## src/rtl/lock_delay_pkg.sv

```systemverilog
package lock_delay_pkg;

    // State of the lock synchronizer: two capture flops plus the
    // previous stable value for edge detection.
    typedef struct packed {
        logic meta;
        logic stable;
        logic prev;
    } lock_sync_t;

    // Length of stage idx: full stages use base_len, the final one uses tap.
    function automatic int unsigned stage_length(
        input int unsigned idx,
        input int unsigned base_len,
        input int unsigned full_cnt,
        input int unsigned tap
    );
        return (idx < full_cnt) ? base_len : tap;
    endfunction

endpackage

```

## src/rtl/lock_edge_sync.sv

```systemverilog
module lock_edge_sync
    import lock_delay_pkg::*;
(
    input  logic clk,
    input  logic rst,
    input  logic lock_async,
    output logic lock_lvl,
    output logic start_pulse
);

    lock_sync_t st_q;

    always_ff @(posedge clk) begin
        if (rst) begin
            st_q <= '0;
        end else begin
            st_q.meta   <= lock_async;
            st_q.stable <= st_q.meta;
            st_q.prev   <= st_q.stable;
        end
    end

    assign lock_lvl    = st_q.stable;
    assign start_pulse = st_q.stable & ~st_q.prev;

    // a held lock never yields two pulses in a row
    assert_single_pulse_R1: assert property (@(posedge clk) disable iff (rst)
        start_pulse |=> !start_pulse);

endmodule

```

## src/rtl/token_shift_stage.sv

```systemverilog
module token_shift_stage #(
    parameter int unsigned LEN = 16
) (
    input  logic clk,
    input  logic clr,
    input  logic load,
    input  logic en,
    output logic fire
);

    logic [LEN-1:0] ring_q;

    always_ff @(posedge clk) begin
        if (clr) begin
            ring_q <= '0;
        end else if (load) begin
            ring_q <= {{(LEN-1){1'b0}}, 1'b1};
        end else if (en) begin
            ring_q <= {ring_q[LEN-2:0], ring_q[LEN-1]};
        end
    end

    // Token leaves the last slot on an enabled shift.
    assign fire = en & ring_q[LEN-1];

    // each stage carries at most one token
    assert_one_token_R2: assert property (@(posedge clk) disable iff (clr)
        $onehot0(ring_q));

endmodule

```

## src/rtl/lock_delay_timer.sv

```systemverilog
module lock_delay_timer
    import lock_delay_pkg::*;
#(
    parameter int unsigned STAGE_LEN   = 16,
    parameter int unsigned FULL_STAGES = 3,
    parameter int unsigned LAST_TAP    = 3
) (
    input  logic clk,
    input  logic rst,
    input  logic lock_async,
    output logic done
);

    localparam int unsigned NSTAGE = FULL_STAGES + 1;

    logic              lock_lvl;
    logic              start_pulse;
    logic              chain_clr;
    logic [NSTAGE-1:0] stage_en;
    logic [NSTAGE-1:0] stage_fire;
    logic              done_q;

    lock_edge_sync sync_i (
        .clk         (clk),
        .rst         (rst),
        .lock_async  (lock_async),
        .lock_lvl    (lock_lvl),
        .start_pulse (start_pulse)
    );

    assign chain_clr = rst | ~lock_lvl;

    assign stage_en[0] = 1'b1;

    for (genvar i = 0; i < NSTAGE; i++) begin : g_stage
        if (i > 0) begin : g_link
            assign stage_en[i] = stage_fire[i-1];
        end
        token_shift_stage #(
            .LEN (stage_length(i, STAGE_LEN, FULL_STAGES, LAST_TAP))
        ) stage_i (
            .clk  (clk),
            .clr  (chain_clr),
            .load (start_pulse),
            .en   (stage_en[i]),
            .fire (stage_fire[i])
        );
    end

    // Capture flop after the last stage; sticky until lock drops.
    always_ff @(posedge clk) begin
        if (chain_clr) begin
            done_q <= 1'b0;
        end else if (stage_fire[NSTAGE-1]) begin
            done_q <= 1'b1;
        end
    end

    assign done = done_q;

    // a low synchronized lock forces done low on the next edge
    assert_clear_on_drop_R4: assert property (@(posedge clk) disable iff (rst)
        !lock_lvl |=> !done);

    // done holds while synchronized lock holds
    assert_done_hold_R3: assert property (@(posedge clk) disable iff (rst)
        (done && lock_lvl) |=> done);

    // done only rises after the last stage emits its token
    assert_rise_cause_R2: assert property (@(posedge clk) disable iff (rst)
        $rose(done) |-> $past(stage_fire[NSTAGE-1]));

    // reset clears done in the same edge
    assert_reset_clear_R6: assert property (@(posedge clk)
        $past(rst) |-> !done);

endmodule

```

## config.mk

```make
export PLATFORM = sky130hd
export DESIGN_NAME = lock_delay_timer
export DESIGN_NICKNAME = d
export VERILOG_FILES = /design/src/rtl/lock_delay_pkg.sv /design/src/rtl/lock_edge_sync.sv /design/src/rtl/token_shift_stage.sv /design/src/rtl/lock_delay_timer.sv
export SDC_FILE = /design/constraint.sdc
export NUM_CORES = 1
export LEC_CHECK = 0
export BUFFER_PORTS_ARGS = -buffer_cell sky130_fd_sc_hd__buf_4
export CORE_MARGIN = 2
export CORE_UTILIZATION = 35
export CTS_CLUSTER_SIZE = 16
export DETAILED_ROUTE_END_ITERATION = 16
export PLACE_DENSITY_LB_ADDON = 0.08
export SYNTH_ARGS = -nofsm -noshare
export SYNTH_HDL_FRONTEND = slang
export SYNTH_SLANG_ARGS = --single-unit
```

## constraint.sdc

```tcl
create_clock -name clk -period 3.5 [get_ports clk]
set_clock_uncertainty 0.15 [all_clocks]
set_input_delay 0 -clock clk [delete_from_list [all_inputs] [get_ports clk]]
set_output_delay 0 -clock clk [all_outputs]
set_load 0.02 [all_outputs]
```

**Yosys cells after proc, flatten, opt, wreduce, memory -nomap -nowiden**

Index checks and enable logic that the tools add are counted.

- Logic and storage cells: 30
- Register bits: 55
- Output and inout port bits: 1

- Bitwise operators: 7
- Reduce and logical (&&, ||, !) cells: 4
- Muxes and demuxes: 7

Operators with widths:

| cell | number |
|---|---|
| 1-bit two-way mux | 7 |
| 2-bit nonzero test | 3 |
| 1-bit bitwise AND | 4 |
| 1-bit NOT | 2 |
| 2-bit OR reduction | 1 |
| 1-bit bitwise OR | 1 |

**Logic depth before layout (Yosys ltp)**

Gate-level depths: netlist of run 1.

- Word-level depth: 4
- Mapped depth: 6

**Cells and area by module**

From an unflattened synthesis of run 1, not the netlist that was laid out.

- Cells, all modules: 188
- Area total of the unflattened synthesis: 2068.2 um^2

Modules (own cells, without submodules):

| module | cells an instance | area each (um^2) | instances |
|---|---|---|---|
| token_shift_stage at g_stage[0].stage_i ... | 55 | 605.6 | 3 |
| token_shift_stage at g_stage[3].stage_i | 11 | 116.4 | 1 |
| lock_edge_sync | 7 | 87.6 | 1 |
| lock_delay_timer | 5 | 47.5 | 1 |

**Worst setup path after synthesis of run 1**

No wires, ideal clock.

- Path kind: register to register
- Start: register g_stage[0].stage_i.ring_q[15]
- End: register g_stage[2].stage_i.ring_q[5]
- Cell stages (with the launch flop): 7
- Library setup time: 0.121 ns
- Slack: 2.325 ns
- Arrival time: 0.904 ns
- Required time: 3.229 ns
- Cell sequence: dfxtp_1 -> buf_6 -> and2_4 -> buf_6 -> buf_8 -> nand2_1 -> a21oi_2

- Cells in the longest elaborated chain, start to end: 1

RTL lines:

| item | RTL line | source |
|---|---|---|
| start, declared | token_shift_stage.sv:11 | `logic [LEN-1:0] ring_q;` |
| start signal, assigned | token_shift_stage.sv:17 | `ring_q <= {{(LEN-1){1'b0}}, 1'b1};` |
| start signal, assigned | token_shift_stage.sv:19 | `ring_q <= {ring_q[LEN-2:0], ring_q[LEN-1]};` |
| 1-bit bitwise AND | token_shift_stage.sv:24 | `assign fire = en & ring_q[LEN-1];` |
| end signal, assigned | token_shift_stage.sv:17 |  |
| end signal, assigned | token_shift_stage.sv:19 |  |
| end, declared | token_shift_stage.sv:11 |  |

No other way between the ends.
A chain may end at the register's enable or synchronous reset.

**Worst setup path after layout of run 1**

- Start: register sync_i.st_q[0] in the netlist's numbering
- End: register g_stage[2].stage_i.ring_q[2]

- Cells in the longest elaborated chain, start to end: 3

RTL lines:

| item | RTL line | source |
|---|---|---|
| start, declared | lock_edge_sync.sv:11 | `lock_sync_t st_q;` |
| 1-bit NOT | lock_edge_sync.sv:24 | `assign start_pulse = st_q.stable & ~st_q.prev;` |
| 1-bit bitwise AND | lock_edge_sync.sv:24 |  |
| 2-bit OR reduction (no line) | -- |  |

No other way between the ends.

==> results.ini, run 1 <==
[placed_design]
gp_congestion=0.6616
dpl.hpwl_mm=1.646
io_buffers=3

[clocking]
clock_sinks=55
htreeDepth=2
cts_tree=built
clk_pin_slew_worst_paths_ns=0.09
numCtsBuffers=5
cts_root_buffer=clkbuf_8
clk_path_buf_depth=2
clk_latency_ns=0.30

[floorplanning]
boundaryPins=4
dieArea_um2=5851
die_width_um=76.49
num_rows=26
start_util_pct=36.24
core_um2=5075
die-height_um=76.49

[logic_synthesis]
synth_most_common_cell=dfxtp_1
synthTopCellsByArea=dfxtp_1, mux2i_1, nand2_1
avgSynthCellArea_um2=10.22
synthCells=180
ys_warn_count=0
synthArstFlopShare_pct=0
synth_area_leader_cell=dfxtp_1
syn-num-nets=183
yosys_register_bits=55
synth_common_cells=dfxtp_1, nand2_1, mux2i_1, nor2_1, and3_1
synth_top_area_share_pct=59.86
synth_ff_type=dfxtp_1
synth_edf_count=0
ys_seq_area_share_pct=59.86
synth_cell_types=20
syn_area_um2=1839

[pwr]
power_frac_seq_pct=65.4
swShare_pct=19.65
pwr-share-clk_pct=33.7
switching_power_mw=0.1891
p_leak_nw=0.6740
combinationalPowerShare_pct=0.9
peakVddDrop_mv=0.2065
p_int_mw=0.7733
p_per_area_nw_per_um2=485.9

[cells_and_area]
drive_gt1_share_pct=13.11
nFillCells=524
antenna_cells=0
num-nets-final=185
syn_to_final_growth_pct=7.687

[detailed_routing]
wl_per_cell_um=10.51
dr.pass1.iters=4
avgViaCountPerCell=4.474
drt_wl_total_mm=2.658
drt_iter0_markers=45
vias=1132
ant_nets=0
drcViolationCount=0

[global_route]
grt_max_degree=33
grt_pass1_vias=1145
grt-ovfl-total=0
grt_pass1_wl_mm=5.030
antenna_found_initial=0
grt_use_total_pct=10.55

[sta]
tns_ns=0
drv_slew=0
min_period_over_period_pct=48.64
grt_setup_unrepaired=no
finalSetupViolCount=0
whs_ns=0.2716
finalCriticalPeriod_ns=1.702
relSlewSlack_pct=53.73
fmax_mhz=587.4
worstMarginPinSlew_ns=0.6916
finalHoldViolCount=0

[critical_path]
cp-start-kind=flip-flop
cp-end-kind=flip-flop
worstSetupPathType=flip-flop to flip-flop
r2r-end=g_stage[2].stage_i.ring_q[2]
worstPathArrival_ns=1.77
startpoint=sync_i.st_q[0]
cp_max_fo=32
cp.required_ns=3.56
r2r_cells=2
r2r_setup_slack_ns=1.80
rr_startpoint=sync_i.st_q[0]

[worst_hold_path]
min_to=sync_i.lock_lvl
min_path_type=primary input to flip-flop
min_from=rst
hold_depth=3

[status]
status=finished clean

[run]
maxCapViolCount=0

cell families (layout without fill, tap and decap cells):
kind of cell	count (synthesis)	in the layout	synth area share [%]
flops	55	55	59.86
buf+inv	13	16	4.625
simple gates	73	73	18.37
compound gates	23	23	8.435
mux	16	16	8.707
how the worst max path moves through the flow:
stage / endpoint / slack (ns) / cells past startpoint
floorplan: g_stage[2].stage_i.ring_q[5] / 2.32 / 6
global placement: g_stage[3].stage_i.ring_q[2] / 1.89 / 2
detailed placement: g_stage[2].stage_i.ring_q[2] / 1.79 / 2
CTS: g_stage[2].stage_i.ring_q[2] / 1.77 / 2
global route: g_stage[2].stage_i.ring_q[4] / 1.56 / 2
finish: g_stage[2].stage_i.ring_q[2] / 1.80 / 2
worst max-delay path, stage by stage (launching register included):
cell and delay, ns:
dfxtp_1 0.66, nand2_2 0.54, a21oi_1 0.27
metrics by stage:
| stage | setup WS, ns | power, mW | util, % | std cells | cell area (µm²) |
|---|---|---|---|---|---|
| 2_1_floorplan | 2.325 | 0.6487 | - | 180 | 1839 |
| 6_report | 1.798 | 0.9625 | 39.03 | 253 | 1981 |
| 5_1_grt | 1.559 | 1.009 | 39.03 | 253 | 1981 |
| 4_1_cts | 1.771 | 0.9823 | 39.03 | 253 | 1981 |
| 3_5_place_dp | 1.785 | 0.6515 | 37.03 | 243 | 1879 |
| 3_3_place_gp | 1.888 | 0.6512 | 37.03 | 243 | 1879 |
state kept, by name (all words and copies together) (netlist names):
| register | flops |
|---|---|
| done | 1 |
| sync_i.st_q | 2 |
| sync_i.lock_lvl | 1 |
| g_stage.stage_i.ring_q | 51 |
final cells by class:
cell class	count	area (µm²)	area share [%]
sequential	55	1101	55.59
multi-input combinational	112	653.1	32.98
tap	70	87.58	4.422
clock buffer	7	76.32	3.853
timing repair buffer	6	50.05	2.527
inverter	2	7.507	0.3790
clock inverter	1	5.005	0.2527
per-layer routing:
layer  share of wire [%]  vias up  global-route usage, %  routed length, µm
met5                   0        -                      0                  0
met4                 2.6        0                  5.455                 69
met3                 3.0        7                  3.199                 81
met2                  44       12                  17.61               1181
met1                  50      518                  12.18               1326
li1                    -      595                      -                  -
power by group through the flow:
stage / sequential (mW) / clock (mW) / combinational [mW]
2_1_floorplan: 0.643 / 0 / 0.00533
3_3_place_gp: 0.645 / 0 / 0.00650
3_5_place_dp: 0.645 / 0 / 0.00678
4_1_cts: 0.630 / 0.344 / 0.00852
5_1_grt: 0.631 / 0.369 / 0.00938
6_report: 0.630 / 0.324 / 0.00844
cell usage in the layout, fill, tap and decap left out:
cell / instances
dlygate4sd3_1: 2
clkbuf_8: 5
a21oi_1: 11
buf_4: 4
clkinv_2: 1
a31oi_1: 2
nand3_1: 3
nand2b_4: 1
nand2_1: 34
dfxtp_1: 55
inv_2: 1
a21oi_2: 10
mux2i_1: 16
and3_1: 15
inv_1: 1
nor2b_1: 2
and2_4: 1
nor2_1: 16
clkbuf_1: 2
nand2_2: 1
repair_timing:
action	CTS	global route
hold buffers	2	0
buffers inserted	0	0
resized for setup	0	0
hold endpoints to repair	8	0
(Power assumes the default switching activity.)
==> inputs of run 2 (changes only) <==
==> constraint.sdc (replaced) <==
create_clock -name clk -period 1.4 [get_ports clk]
set_clock_uncertainty 0.15 [all_clocks]
set_input_delay 0 -clock clk [delete_from_list [all_inputs] [get_ports clk]]
set_output_delay 0 -clock clk [all_outputs]
set_load 0.02 [all_outputs]
==> run 2 against run 1 <==
Effect of this change:
- flip-flop and latch count unchanged
- non-clock buffer count rose by 2
- routed wire length decreased by 0.41%
- sequential power increased by 150%
- total power increased to 2.8 times the previous value
- utilization rose by 1.3 points
- global-route usage is 0.58 points lower
- die area is the same
- clock power grew to 3.3 times the previous value
- first-iteration DRC count up 36%
- count of clock-buffer cells in the layout fell by 1
==> results.ini, run 2 (same netlist as run 1, synthesis figures left out) <==
[critical_path]
cp-end-kind=flip-flop
path_buf_inv=4  ; +4
r2r-end=g_stage[1].stage_i.ring_q[0]
cp_cell_sequence=dlygate4sd3_1, buf_4, nand2b_4, inv_4, nand2_2, buf_12, a21oi_1
r2r_setup_slack_ns=0.17  ; -1.63 ns
startpoint=rst
path_depth=7  ; +5
rr_startpoint=g_stage[0].stage_i.ring_q[15]
slowest_delay_ns=0.53  ; -0.13 ns
path_delay_family=buffers and inverters
cp-start-kind=primary input
worstSetupPathType=primary input to flip-flop
worstPathArrival_ns=1.38  ; -0.39 ns
r2r_cells=4  ; +2
slowest_stage=dlygate4sd3_1
cp_max_fo=32  ; unchanged
cp.required_ns=1.49  ; -2.07 ns

[pwr]
pwr-share-clk_pct=39.8  ; +6.1 points
peakVddDrop_mv=0.5843  ; +180%
switching_power_mw=0.4950  ; +160%
swShare_pct=18.63  ; -1.0 points
p_per_area_nw_per_um2=1298  ; +170%
power_frac_seq_pct=59.2  ; -6.2 points
combinationalPowerShare_pct=0.9  ; about the same
p_leak_nw=0.7085  ; +5.1%
p_int_mw=2.162  ; +180%

[sta]
tns_ns=0  ; unchanged
drv_slew=0  ; unchanged
finalHoldViolCount=0  ; unchanged
min_period_over_period_pct=92.63
grt_setup_unrepaired=no
finalSetupViolCount=0  ; unchanged
relSlewSlack_pct=67.39  ; +14 points
finalCriticalPeriod_ns=1.297
fmax_mhz=771.2
layout_setup_ws_ns=0.1032  ; -1.694 ns
worstMarginPinSlew_ns=0.4879  ; -0.2037 ns

[global_route]
grt-ovfl-total=0  ; unchanged
grt_max_degree=33  ; unchanged
grt_use_total_pct=9.967  ; -0.58 points
antenna_found_initial=0  ; unchanged
grt_pass1_wl_mm=4.733  ; -5.9%
grt_pass1_vias=1083  ; -5.4%

[cells_and_area]
post-route-util_pct=40.34  ; +1.3 points
fin_cells=255  ; +0.79%
final_cell_mix=dfxtp_1, nand2_1, mux2i_1, nor2_1, and3_1
antenna_cells=0  ; unchanged
layout_commonest_cell=dfxtp_1
syn_to_final_growth_pct=11.29
top_register=g_stage.stage_i.ring_q
drive_gt1_share_pct=15.14  ; +2.0 points
reg_top3=g_stage.stage_i.ring_q: 51 flops, sync_i.st_q: 2 flops
postLayoutCellArea_um2=2047  ; +3.3%
largest_reg_flops=51  ; unchanged
num-nets-final=187  ; +1.1%
nFillCells=517  ; -1.3%

[detailed_routing]
vias=1149  ; +1.5%
dr.pass1.iters=4  ; unchanged
wl_per_cell_um=10.38  ; -1.2%
drt_wl_total_mm=2.647  ; -0.41%
drt_iter0_markers=61  ; +36%
drcViolationCount=0  ; unchanged
avgViaCountPerCell=4.506  ; +0.71%
ant_nets=0  ; unchanged

[placed_design]
io_buffers=3  ; unchanged
placed_cell_area_um2=1907  ; +1.5%
dp_slack_ns=0.1482  ; -1.637 ns
gp_congestion=0.7479  ; +13%
numPlacedInstances=245  ; +0.82%
dpl.hpwl_mm=1.611  ; -2.1%

[worst_hold_path]
min_path_type=primary input to flip-flop
min_from=rst
hold_depth=3  ; unchanged
min_to=sync_i.lock_lvl

[run]
maxCapViolCount=0  ; unchanged

[floorplanning]
dieArea_um2=5851  ; unchanged
core_um2=5075  ; unchanged
start_util_pct=36.24  ; unchanged
boundaryPins=4  ; unchanged
die-height_um=76.49  ; unchanged
num_rows=26  ; unchanged
die_width_um=76.49  ; unchanged

[clocking]
cts_tree=built
clk_path_buf_depth=2  ; unchanged
clk_latency_ns=0.30  ; about the same
numCtsBuffers=5  ; unchanged
htreeDepth=2  ; unchanged
cts_root_buffer=clkbuf_8
clk_pin_slew_worst_paths_ns=0.09  ; about the same
clock_sinks=55  ; unchanged

[status]
status=finished clean

==> run 2: layout make-up <==
type	instances	area, µm²	area share (%)
inverter	2	10.01	0.4890
clock inverter	2	35.03	1.711
timing repair buffer	8	77.57	3.790
multi-input combinational	112	653.1	31.91
tap	70	87.58	4.279
clock buffer	6	82.58	4.034
sequential	55	1101	53.79
==> run 2: repair_timing <==
action | 4_1_cts | 5_1_grt
endpoints found under the setup margin | 0 | 21
hold buffers | 2 | 0
hold endpoints to repair | 8 | 0
buffers inserted | 0 | 0
gates resized for setup | 0 | 2
==> run 2: power groups by stage <==
stage	sequential (mW)	clock, mW	combinational [mW]
2_1_floorplan	1.61	0	0.0133
4_1_cts	1.57	1.11	0.0241
6_report	1.57	1.06	0.0249
3_3_place_gp	1.61	0	0.0197
5_1_grt	1.57	1.17	0.0273
3_5_place_dp	1.61	0	0.0198
==> run 2: worst max-delay path by stage <==
stage | end | slack [ns]
global placement | g_stage[3].stage_i.ring_q[2] | 0.17
global route | g_stage[2].stage_i.ring_q[4] | 0.009
detailed placement | g_stage[2].stage_i.ring_q[3] | 0.15
finish | g_stage[2].stage_i.ring_q[3] | 0.10
CTS | g_stage[2].stage_i.ring_q[3] | 0.06
floorplan | g_stage[2].stage_i.ring_q[5] | 0.22
==> run 2: layer usage <==
layer  GRT usage [%]  up-vias  routed length, µm
li1                -      598                  -
met1           12.92      533               1380
met2           14.96       12               1129
met3           3.555        6                 88
met4           4.364        0                 48
met5               0        -                  0
==> run 2: per-stage QoR <==
stage               power, mW  hold WS, ns
global placement        1.630      0.02388
finish                  2.657       0.2602
CTS                     2.707       0.2419
global route            2.772       0.2506
detailed placement      1.630      0.02910
floorplan               1.622     -0.07839
==> run 2: worst reg2reg max path: stages (launching register included) <==
cell	delay, ns
dfxtp_1	0.38
buf_4	0.29
inv_1	0.10
a21oi_1	0.13
a21oi_1	0.07
